[src/rtl/rc_gate.sv]
module rc_gate #(
  parameter int NUM_LAYERS = 4,
  parameter int BX_DIV     = 20,
  parameter int CNT_W      = 16
) (
  input  logic                  clk,
  input  logic                  rst,
  input  logic                  spill_in,
  input  logic [NUM_LAYERS-1:0] layer_busy_in,
  input  logic                  rx_busy_in,
  output logic                  rc_out,
  output logic                  start_pulse,
  output logic                  stop_pulse,
  output logic                  bx_tick,
  output logic [CNT_W-1:0]      bx_count
);

  localparam int PH_W = (BX_DIV > 1) ? $clog2(BX_DIV) : 1;
  localparam logic [PH_W-1:0] PH_LAST = PH_W'(BX_DIV - 1);

  logic                  spill_m, spill_s;
  logic [NUM_LAYERS-1:0] busy_m, busy_s;
  logic                  rst_q, rc_prev, run_q;
  logic [PH_W-1:0]       phase;

  always_ff @(posedge clk) begin
    spill_m <= spill_in;
    spill_s <= spill_m;
    busy_m  <= layer_busy_in;
    busy_s  <= busy_m;
  end

  wire rc_next = spill_s & ~(|busy_s);

  always_ff @(posedge clk) begin
    if (rst) rc_out <= 1'b0;
    else     rc_out <= rc_next;
  end

  always_ff @(posedge clk) begin
    rst_q <= rst;
    if (rst) begin
      rc_prev     <= 1'b0;
      start_pulse <= 1'b0;
      stop_pulse  <= 1'b0;
    end else begin
      rc_prev     <= rc_out;
      start_pulse <= rc_out & ~rc_prev & ~rst_q;
      stop_pulse  <= ~rc_out & rc_prev & ~rst_q;
    end
  end

  wire period_end = (phase == PH_LAST);

  always_ff @(posedge clk) begin
    if (rst) begin
      run_q    <= 1'b0;
      phase    <= '0;
      bx_count <= '0;
    end else if (start_pulse) begin
      run_q    <= 1'b1;
      phase    <= '0;
      bx_count <= '0;
    end else if (stop_pulse) begin
      run_q    <= 1'b0;
    end else if (run_q) begin
      if (period_end) begin
        phase    <= '0;
        bx_count <= bx_count + 1'b1;
      end else begin
        phase    <= phase + 1'b1;
      end
    end
  end

  assign bx_tick = run_q & ~stop_pulse & period_end;


  busy_blocks_chk: assert property (@(posedge clk) disable iff (rst)
    (|busy_s) |=> !rc_out);


  start_edge_chk: assert property (@(posedge clk) disable iff (rst)
    start_pulse |-> ($past(rc_out) && !$past(rc_out, 2)));


  stop_edge_chk: assert property (@(posedge clk) disable iff (rst)
    stop_pulse |-> (!$past(rc_out) && $past(rc_out, 2)));


  rx_busy_ignored_chk: assert property (@(posedge clk) disable iff (rst)
    (rx_busy_in && $rose(rc_out)) |=> start_pulse);


  pulse_excl_chk: assert property (@(posedge clk) disable iff (rst)
    !(start_pulse && stop_pulse));


  start_width_chk: assert property (@(posedge clk) disable iff (rst)
    start_pulse |=> !start_pulse);


  count_hold_chk: assert property (@(posedge clk) disable iff (rst)
    (!run_q && !start_pulse) |=> $stable(bx_count));


  reset_quiet_chk: assert property (@(posedge clk)
    $past(rst) |-> (!start_pulse && !stop_pulse));

endmodule

[config.mk]
export PLATFORM = sky130hd
export DESIGN_NAME = rc_gate
export DESIGN_NICKNAME = d
export VERILOG_FILES = /design/src/rtl/rc_gate.sv
export SDC_FILE = /design/constraint.sdc
export NUM_CORES = 1
export LEC_CHECK = 0
export ABC_AREA = 1
export BUFFER_PORTS_ARGS = -buffer_cell sky130_fd_sc_hd__buf_4
export CORE_MARGIN = 4
export CORE_UTILIZATION = 45
export CTS_CLUSTER_DIAMETER = 60
export DETAILED_ROUTE_END_ITERATION = 8
export PLACE_DENSITY = 0.68
export SETUP_SLACK_MARGIN = 0.02
export SYNTH_ARGS = -nofsm -noshare
export SYNTH_HDL_FRONTEND = slang
export SYNTH_SLANG_ARGS = --single-unit
[constraint.sdc]
create_clock -name clk -period 1.8 [get_ports clk]
set_input_delay 0.36 -clock clk [delete_from_list [all_inputs] [get_ports clk]]
set_output_delay 0.36 -clock clk [all_outputs]
set_load 0.02 [all_outputs]
==> results of run 1 <==
==> final cells by class <==
class,instances,area share (%)
Clock buffer,5,1.99
Clock inverter,3,3.65
Inverter,31,6.17
Multi-Input combinational cell,124,33.3
Sequential cell,37,39.4
Tap cell,44,2.92
Timing Repair Buffer,31,12.5
==> report_power, final <==
group	internal [mW]	switching, mW	total (mW)
clock	0.437	0.292	0.729
sequential	0.832	0.00327	0.836
combinational	0.0176	0.0177	0.0353
total	1.29	0.313	1.60
==> routing by layer <==
| layer | up-vias | part of all wire, % | routed length [µm] | GRT usage (%) |
|---|---|---|---|---|
| met2 | 22 | 44 | 1120 | 21.9 |
| li1 | 671 | - | - | - |
| met4 | 0 | 2.1 | 55 | 8.03 |
| met5 | - | 0 | 0 | 0 |
| met3 | 5 | 4.7 | 120 | 4.79 |
| met1 | 542 | 49 | 1260 | 15.8 |
==> worst max-delay path: cells and delay by family (launching register included) <==
kind          cells  cell delay (ps)
flops             1              380
simple gates      3              270
fa+ha+maj         1              130
buf+inv           2              200
==> sequential cells by signal (all words and copies together), names as in the netlist, 4 cells and up <==
register	count
busy_s	4
busy_m	4
bx_count	16
phase	5
==> layout by cell type, fill, tap and decap left out, drive strengths merged, types with 2 or more instances in the layout <==
cell type	n
nand2	47
dfxtp	37
nor2	33
inv	32
buf	31
nand3	11
a21oi	9
nor3	7
o21ai	5
clkbuf	5
nor3b	3
nand4	2
xor2	2
nor4	2
bufinv	2
ha	2
==> stage by stage <==
| step | worst slack, ps | total power, mW | util, % | instances | hold slack, ps |
|---|---|---|---|---|---|
| after global placement | 352 | 0.889 | 56.1 | 265 | 312 |
| final | 114 | 1.60 | 60.8 | 275 | 108 |
| after detailed placement | 307 | 0.890 | 56.1 | 265 | 312 |
| after CTS | 20.4 | 1.62 | 59.9 | 274 | 88.2 |
| after global routing | 30.9 | 1.67 | 60.8 | 275 | 77.1 |
| after floorplan | 345 | 0.870 | - | 194 | 310 |
==> worst max path at each step <==
stage / cells after the start / slack, ps / from / endpoint
2_1_floorplan: 5 / 350 / phase[0] / bx_tick
3_3_place_gp: 8 / 350 / phase[0] / bx_count[11]
3_5_place_dp: 8 / 310 / phase[0] / bx_count[11]
4_1_cts: 6 / 20 / phase[1] / bx_tick
5_1_grt: 6 / 30 / phase[0] / bx_tick
6_report: 6 / 110 / phase[0] / bx_tick
==> timing repair <==
| item | in CTS | in global routing |
|---|---|---|
| buffers inserted | 1 | 1 |
| gates resized for setup | 3 | 5 |
| pin swaps | 0 | 1 |
| hold endpoints to repair | 0 | 0 |
| endpoints found under the setup margin | 1 | 1 |
==> cells by family after synthesis <==
group | share of synthesized area [%]
flops | 49.9
fa+ha+maj | 1.69
xor+xnor | 1.18
buf+inv | 8.94
simple gates | 32.8
compound gates | 5.48
==> metrics.cfg, run 1 <==
[critical_path]
critPathCaptureType = output port
setup.worst_path.class = reg2out
startpoint_type = flop
r2r_slack_ps = 290
rr_endpoint = bx_count[13]
reg2reg_from = phase[0]
crit_required_ps = 1440
critPathMaxFanout = 2
max_stage_delay_ps = 380
worstRegToRegCells = 9
crit_chain = ha_4 > nand2_1 > inv_2 > nand2_2 > nor2_2 > buf_6
cp_slowest_cell = dfxtp_2
arrival_ps = 1330

[detailed_routing]
antenna_left = 0
routedWlPerCell_um = 9.32
viasPerCell = 4.51
dr.first_iter.drc_count = 44
wirelength_mm = 2.56
drc_errors = 0
vias = 1240
firstDrtPassIters = 4

[synthesis]
synthCells = 194
ys_ff_latch = 37
ys_seq_area_share_pct = 49.9
synth.cell_area_um2 = 1480
synth_top_area_share_pct = 49.9
avgSynthCellArea_um2 = 7.65
yosys.cell_count.top_type = nand2_1
synth_edf_count = 0
synthFlopType = dfxtp_1
async_flop_share_pct = 0
synth_area_leaders = dfxtp_1 50%, nand2_1 12%, inv_1 7.6%, nor2_1 6.8%, nand3_1 3.4%
synth_top_area_cell = dfxtp_1
mappedNetlistNets = 204
synth_cell_types = 21
yosys_warnings = 0
synth_top_cells_by_count = 47 x nand2_1, 37 x dfxtp_1, 30 x inv_1

[clocking]
insertion_delay_ps = 340
cts_root_buf = clkbuf_4
cts_buffer_depth = 2
htreeDepth = 2
postCtsHoldBufs = 0
clk_pin_slew_ps = 120
tritoncts = built
cts_buffers = 5
cts.sinks = 37

[floorplan]
pin_count = 28
core_um2 = 3100
start_util_pct = 47.8
die_w_um = 65.4
rows = 20
die-height_um = 65.4
dieArea_um2 = 4280

[pwr]
power.leakage_nw = 0.829
powerDensity_nw_per_um2 = 849
irDropWorstVdd_uv = 511

[placement]
numPortBuffers = 26
placed_cell_area_um2 = 1740
dpl.hpwl_mm = 1.82
place_congestion = 0.738

[layout]
final_nets = 240
regArea_um2 = 743
area_delta_synth_final_pct = 27.1
antenna_cells = 0
multi_input_area_um2 = 628
nFillCells = 300
drive_above_1_share_pct = 24.7
final_area_um2 = 1890

[sta]
skew_ps = 13.0
fin_crit_sh_pct = 93.7
max-slew-margin-rel_pct = 74.7
hold_viol_final = 0
finalSetupTns_ps = 0
timing.fmax_mhz = 593
grt_setup_unrepaired = no
slew_viol_final = 0
setup_viol = 0
period_minus_slack_ps = 1690
worstMarginPinSlew_ps = 377

[hold_path]
holdPathStages = 1
hold_end = spill_m
min_from = spill_in
holdCritPathClass = in2reg

[flow_run]
cap_violations = 0

[global_routing]
grt_overflow = 0
grt_pass1_vias = 1096
grt_max_degree = 14
antenna_found_initial = 0
grtUsageTotal_pct = 13.7
grt_first_pass_wirelength_mm = 4.45

[outcome]
status = completed

Note: power is estimated with default switching activity, not from simulation.
==> run 2: changes to the inputs <==
--- a/config.mk
+++ b/config.mk
@@ -11,7 +11,8 @@
 export CORE_UTILIZATION = 45
 export CTS_CLUSTER_DIAMETER = 60
 export DETAILED_ROUTE_END_ITERATION = 8
-export PLACE_DENSITY = 0.68
+export PLACE_DENSITY = 0.77
+export RECOVER_POWER = 25
 export SETUP_SLACK_MARGIN = 0.02
 export SYNTH_ARGS = -nofsm -noshare
 export SYNTH_HDL_FRONTEND = slang
==> metrics.cfg, run 2 (same netlist as run 1, synthesis figures left out) <==
[floorplan]
core_um2 = 3100  ; unchanged
rows = 20  ; unchanged
start_util_pct = 47.8  ; unchanged
dieArea_um2 = 4280  ; unchanged
die-height_um = 65.4  ; unchanged
pin_count = 28  ; unchanged
die_w_um = 65.4  ; unchanged

[sta]
finalSetupTns_ps = 0  ; unchanged
worstMarginPinSlew_ps = 407  ; +30.0 ps
period_minus_slack_ps = 1700  ; +17.8 ps
slew_viol_final = 0  ; unchanged
max-slew-margin-rel_pct = 72.8  ; -1.9 points
timing.fmax_mhz = 587  ; -1.0%
grt_setup_unrepaired = no
setup_viol = 0  ; unchanged
skew_ps = 13.5  ; +0.494 ps
fin_crit_sh_pct = 94.6  ; +0.99 points
hold_viol_final = 0  ; unchanged

[clocking]
cts.sinks = 37  ; unchanged
postCtsHoldBufs = 0  ; unchanged
clk_pin_slew_ps = 120  ; about the same
htreeDepth = 2  ; unchanged
cts_root_buf = clkbuf_4
insertion_delay_ps = 350  ; about the same
cts_buffer_depth = 2  ; unchanged
tritoncts = built
cts_buffers = 5  ; unchanged

[pwr]
combPwrFrac_pct = 2.4  ; +0.2 points
switchingPower_uw = 323  ; +3.1%
power.leakage_nw = 0.796  ; -4.0%
power.total_mw = 1.33  ; -17%
powerDensity_nw_per_um2 = 727  ; -14%
irDropWorstVdd_uv = 665  ; +30%
clkPwrFrac_pct = 34.7  ; -11 points
swShare_pct = 24.3  ; +4.7 points
p_seq_share_pct = 62.9  ; +11 points
internal-power_mw = 1.01  ; -22%

[detailed_routing]
vias = 1247  ; +0.56%
wirelength_mm = 2.52  ; -1.5%
firstDrtPassIters = 4  ; unchanged
routedWlPerCell_um = 9.21  ; -1.1%
dr.first_iter.drc_count = 64  ; +45%
viasPerCell = 4.55  ; +0.93%
drc_errors = 0  ; unchanged
antenna_left = 0  ; unchanged

[global_routing]
antenna_found_initial = 0  ; unchanged
grtUsageTotal_pct = 13.8  ; +0.072 points
grt_overflow = 0  ; unchanged
grt_pass1_vias = 1079  ; -1.6%
grt_max_degree = 15  ; +1
grt_first_pass_wirelength_mm = 4.55  ; +2.2%

[layout]
top_regs = bx_count x16, phase x5
regMostFlops = bx_count
antenna_cells = 0  ; unchanged
largest_register_ffs = 16  ; unchanged
area_delta_synth_final_pct = 23.2
final_cell_mix = 46 x nand2_1, 35 x dfxtp_1, 29 x inv_1
final_common_cell = nand2_1
drive_above_1_share_pct = 23.5  ; -1.2 points
final_nets = 239  ; -0.42%
nFillCells = 297  ; -1.0%

[critical_path]
arrival_ps = 1340  ; about the same
critPathCaptureType = output port
critPathTopFamily = flip-flops
rr_endpoint = bx_count[7]
cp_slowest_cell = dfxtp_2
cp.buffers_inverters = 2  ; unchanged
worstRegToRegCells = 8  ; -1
crit_required_ps = 1440  ; about the same
setup.worst_path.class = reg2out
crit_chain = ha_4 > nand2_1 > inv_2 > nand2_2 > nor2_4 > buf_6
r2r_slack_ps = 240  ; -50 ps
cp_num_cells = 6  ; unchanged
reg2reg_from = run_q
max_stage_delay_ps = 380  ; about the same
critPathMaxFanout = 4  ; +2
crit_start = phase[0]
endpoint = bx_tick
startpoint_type = flop

[placement]
place_congestion = 0.755  ; +2.2%
dpl.hpwl_mm = 1.82  ; +0.12%
numPortBuffers = 26  ; unchanged

[hold_path]
holdCritPathClass = in2reg

[flow_run]
cap_violations = 0  ; unchanged

[outcome]
status = completed

run 2: worst min-delay path by stage:
stage / startpoint / end / slack [ps] / depth (start not counted)
6_report: layer_busy_in[1] / busy_m[1] / 120 / 1
5_1_grt: layer_busy_in[2] / busy_m[2] / 90 / 1
4_1_cts: spill_in / spill_m / 80 / 1
3_5_place_dp: busy_m[2] / busy_s[2] / 310 / 0
3_3_place_gp: busy_m[0] / busy_s[0] / 310 / 0
2_1_floorplan: busy_m[0] / busy_s[0] / 310 / 0
run 2: worst reg2reg max path, cell delays in order, from the launching register on:
cell,delay [ps]
dfxtp_1,360
inv_2,30
nor2_1,320
nand3_4,220
nor2_4,310
nand2_1,90
nand2_1,70
inv_1,30
nor2_1,80
run 2: routing by layer:
layer | routed length [µm] | up-vias | track usage, %
met2 | 1150 | 29 | 21.4
li1 | - | 668 | -
met3 | 186 | 7 | 5.47
met5 | 0 | - | 0
met4 | 47 | 0 | 6.22
met1 | 1140 | 543 | 16.8
run 2: layout make-up:
class                      count  area [µm²]  share of cell area [%]
timing repair buffer          30         225                    12.3
clock inverter                 3        25.0                    1.37
sequential                    37         743                    40.7
tap                           44        55.1                    3.01
clock buffer                   5        37.5                    2.05
multi-input combinational    124         626                    34.2
inverter                      31         116                    6.37
run 2: power groups by stage:
stage	Clock [mW]	Sequential, mW	Combinational (mW)
2_1_floorplan	0	0.854	0.0165
3_3_place_gp	0	0.854	0.0332
6_report	0.461	0.836	0.0320
5_1_grt	0.514	0.838	0.0374
3_5_place_dp	0	0.854	0.0334
4_1_cts	0.481	0.836	0.0337
run 2: timing repair:
action                     in CTS  in global routing
buffers inserted                0                  3
gates resized for setup         6                  3
setup endpoints to repair       1                  1
pin swaps                       0                  1
run 2: through the flow:
stage / hold slack (ps) / utilization, % / area [µm²] / setup slack (ps) / std cells
6_report: 121 / 58.9 / 1830 / 96.4 / 274
5_1_grt: 91.8 / 58.9 / 1830 / 39.5 / 274
4_1_cts: 78.8 / 58.0 / 1800 / 41.7 / 271
3_5_place_dp: 312 / 55.6 / 1730 / 246 / 263
3_3_place_gp: 310 / 55.6 / 1730 / 260 / 263
2_1_floorplan: 310 / - / 1480 / 345 / 194
==> run 3: changes to the inputs <==
--- a/config.mk
+++ b/config.mk
@@ -5,13 +5,13 @@
 export SDC_FILE = /design/constraint.sdc
 export NUM_CORES = 1
 export LEC_CHECK = 0
-export ABC_AREA = 1
 export BUFFER_PORTS_ARGS = -buffer_cell sky130_fd_sc_hd__buf_4
 export CORE_MARGIN = 4
 export CORE_UTILIZATION = 45
 export CTS_CLUSTER_DIAMETER = 60
 export DETAILED_ROUTE_END_ITERATION = 8
-export PLACE_DENSITY = 0.77
+export GPL_ROUTABILITY_DRIVEN = 0
+export PLACE_DENSITY = 0.78
 export RECOVER_POWER = 25
 export SETUP_SLACK_MARGIN = 0.02
 export SYNTH_ARGS = -nofsm -noshare
==> metrics.cfg, run 3 <==
[outcome]
status = completed

[synthesis]
async_flop_share_pct = 0  ; unchanged
synth_edf_count = 0  ; unchanged
ys_ff_latch = 37  ; unchanged
mappedNetlistNets = 147  ; -28%
synth_top_area_cell = dfxtp_1
yosys_warnings = 0  ; unchanged
synth.cell_area_um2 = 1360  ; -8.3%
synth_top_area_share_pct = 54.5  ; +4.5 points
synth_area_leaders = dfxtp_1 54%, xor2_1 5.2%, nor2_1 3.9%, a21oi_1 3.3%, or3_1 3.2%
ys_seq_area_share_pct = 54.5  ; +4.5 points
synth_top_cells_by_count = 37 x dfxtp_1, 14 x nor2_1, 9 x a21oi_1
synthCells = 137  ; -29%
yosys.cell_count.top_type = dfxtp_1
synth_cell_types = 34  ; +62%
synthFlopType = dfxtp_1
avgSynthCellArea_um2 = 9.93  ; +30%

[clocking]
clk_pin_slew_ps = 110  ; about the same
cts_root_buf = clkbuf_4
postCtsHoldBufs = 0  ; unchanged
cts_buffer_depth = 2  ; unchanged
tritoncts = built
insertion_delay_ps = 320  ; -30 ps
cts.sinks = 37  ; unchanged
cts_buffers = 5  ; unchanged
htreeDepth = 2  ; unchanged

[placement]
pre_cts_slack_ps = 15.5  ; -231 ps
place_inst = 196  ; -25%
placed_cell_area_um2 = 1620  ; -6.1%
dpl.hpwl_mm = 1.96  ; +7.5%
numPortBuffers = 26  ; unchanged

[global_routing]
grt_first_pass_wirelength_mm = 4.55  ; +0.15%
grt_overflow = 0  ; unchanged
grtUsageTotal_pct = 14.7  ; +0.92 points
grt_pass1_vias = 1055  ; -2.2%
grt_max_degree = 16  ; +1
antenna_found_initial = 0  ; unchanged

[layout]
regArea_um2 = 746  ; +0.34%
final_cell_mix = 33 x dfxtp_1, 27 x buf_4, 14 x nor2_1
multi_input_area_um2 = 648  ; +3.6%
final_common_cell = dfxtp_1
drive_above_1_share_pct = 30.1  ; +6.6 points
area_delta_synth_final_pct = 29.5
antenna_cells = 0  ; unchanged
final_nets = 186  ; -22%
final_area_um2 = 1760  ; -3.6%
fin_util_pct = 62.3  ; +3.4 points
nFillCells = 225  ; -24%
top_regs = bx_count x16, phase x5
largest_register_ffs = 16  ; unchanged
stdcell_count = 207  ; -24%
regMostFlops = bx_count

[hold_path]
holdCritPathClass = in2reg

[sta]
skew_ps = 13.7  ; +0.173 ps
timing.fmax_mhz = 578  ; -1.5%
hold_viol_final = 0  ; unchanged
period_minus_slack_ps = 1730  ; +26.2 ps
worstMarginPinSlew_ps = 380  ; -26.9 ps
setup_viol = 0  ; unchanged
fin_crit_sh_pct = 96.1  ; +1.5 points
finalSetupTns_ps = 0  ; unchanged
slew_viol_final = 0  ; unchanged
max-slew-margin-rel_pct = 74.7  ; +1.9 points
fin_ws_ps = 70.2  ; -26.2 ps
grt_setup_unrepaired = yes

[floorplan]
core_um2 = 2830  ; -8.8%
rows = 19  ; -5.0%
start_util_pct = 48.1  ; +0.25 points
pin_count = 28  ; unchanged
dieArea_um2 = 3970  ; -7.3%
die_w_um = 63.0  ; -3.7%
die-height_um = 63.0  ; -3.7%

[critical_path]
arrival_ps = 1370  ; +30 ps
crit_required_ps = 1440  ; about the same
startpoint_type = flop
setup.worst_path.class = reg2out
critPathCaptureType = output port
critPathMaxFanout = 2  ; -2

[detailed_routing]
antenna_left = 0  ; unchanged
drc_errors = 0  ; unchanged
dr.first_iter.drc_count = 48  ; -25%
vias = 1142  ; -8.4%
wirelength_mm = 2.89  ; +14%
viasPerCell = 5.52  ; +21%
routedWlPerCell_um = 14.0  ; +51%
firstDrtPassIters = 4  ; unchanged

[pwr]
power.leakage_nw = 0.720  ; -9.5%
powerDensity_nw_per_um2 = 729  ; +0.32%
irDropWorstVdd_uv = 553  ; -17%
switchingPower_uw = 257  ; -20%
clkPwrFrac_pct = 33.1  ; -1.6 points
combPwrFrac_pct = 1.9  ; -0.5 points
swShare_pct = 20.0  ; -4.3 points
p_seq_share_pct = 65.0  ; +2.1 points
internal-power_mw = 1.03  ; +2.2%

[flow_run]
cap_violations = 0  ; unchanged

==> run 3: kinds of logic (layout without fill, tap and decap cells) <==
family / after synthesis / in the layout / share of synthesized area, %
AO/OA/AOI/OAI: 21 / 21 / 8.19
XOR/XNOR: 9 / 9 / 5.80
adder cells (fa/ha/maj): 2 / 2 / 1.84
buffers and inverters: 6 / 44 / 1.93
flip-flops: 37 / 37 / 54.5
multiplexers: 1 / 1 / 0.736
AND/OR/NAND/NOR: 61 / 62 / 27.0
==> run 3: worst max-delay path: stages, from the launching register on <==
cell and delay, ps:
dfxtp_2 370, ha_4 130, nor4bb_4 180, buf_4 170
nand2_4 50, inv_2 50, buf_6 100
==> run 3: final timing paths <==
kind,from,endpoint,slack (ps),depth (start not counted)
max,phase[0],bx_tick,70,6
min,layer_busy_in[0],busy_m[0],170,1
max reg2reg,phase[0],bx_count[7],80,7
min reg2reg,busy_m[0],busy_s[0],330,0
==> run 3: cell type report <==
cell class	instances	share of cell area (%)
Timing Repair Buffer	35	15.1
Inverter	2	0.426
Sequential cell	37	42.3
Multi-Input combinational cell	95	36.8
Tap cell	31	2.20
Clock buffer	7	3.12
==> run 3: power groups by stage <==
stage | clock [mW] | combinational, mW | sequential (mW)
6_report | 0.425 | 0.0244 | 0.835
2_1_floorplan | 0 | 0.00952 | 0.854
4_1_cts | 0.443 | 0.0265 | 0.836
5_1_grt | 0.493 | 0.0274 | 0.837
3_5_place_dp | 0 | 0.0263 | 0.854
3_3_place_gp | 0 | 0.0254 | 0.854
==> run 3: per-layer routing <==
metal	vias up	part of all wire [%]	GRT usage (%)	wire length, µm
met3	5	5.7	4.86	164
met5	-	0	0	0
met2	36	53	26.2	1530
met4	0	1.2	6.61	34
met1	535	40	15.5	1160
li1	566	-	-	-
==> run 3: metrics by stage <==
| stage | hold WS [ps] | power (mW) |
|---|---|---|
| 2_1_floorplan | 310 | 0.863 |
| 3_3_place_gp | 310 | 0.879 |
| 3_5_place_dp | 314 | 0.881 |
| 4_1_cts | 125 | 1.31 |
| 5_1_grt | 129 | 1.36 |
| 6_report | 167 | 1.28 |
==> run 3: what timing repair did <==
item | in CTS | in global routing
gates cloned | 0 | 1
gates resized for setup | 6 | 8
setup endpoints to repair | 6 | 10
pin swaps | 2 | 0
buffers inserted | 2 | 1
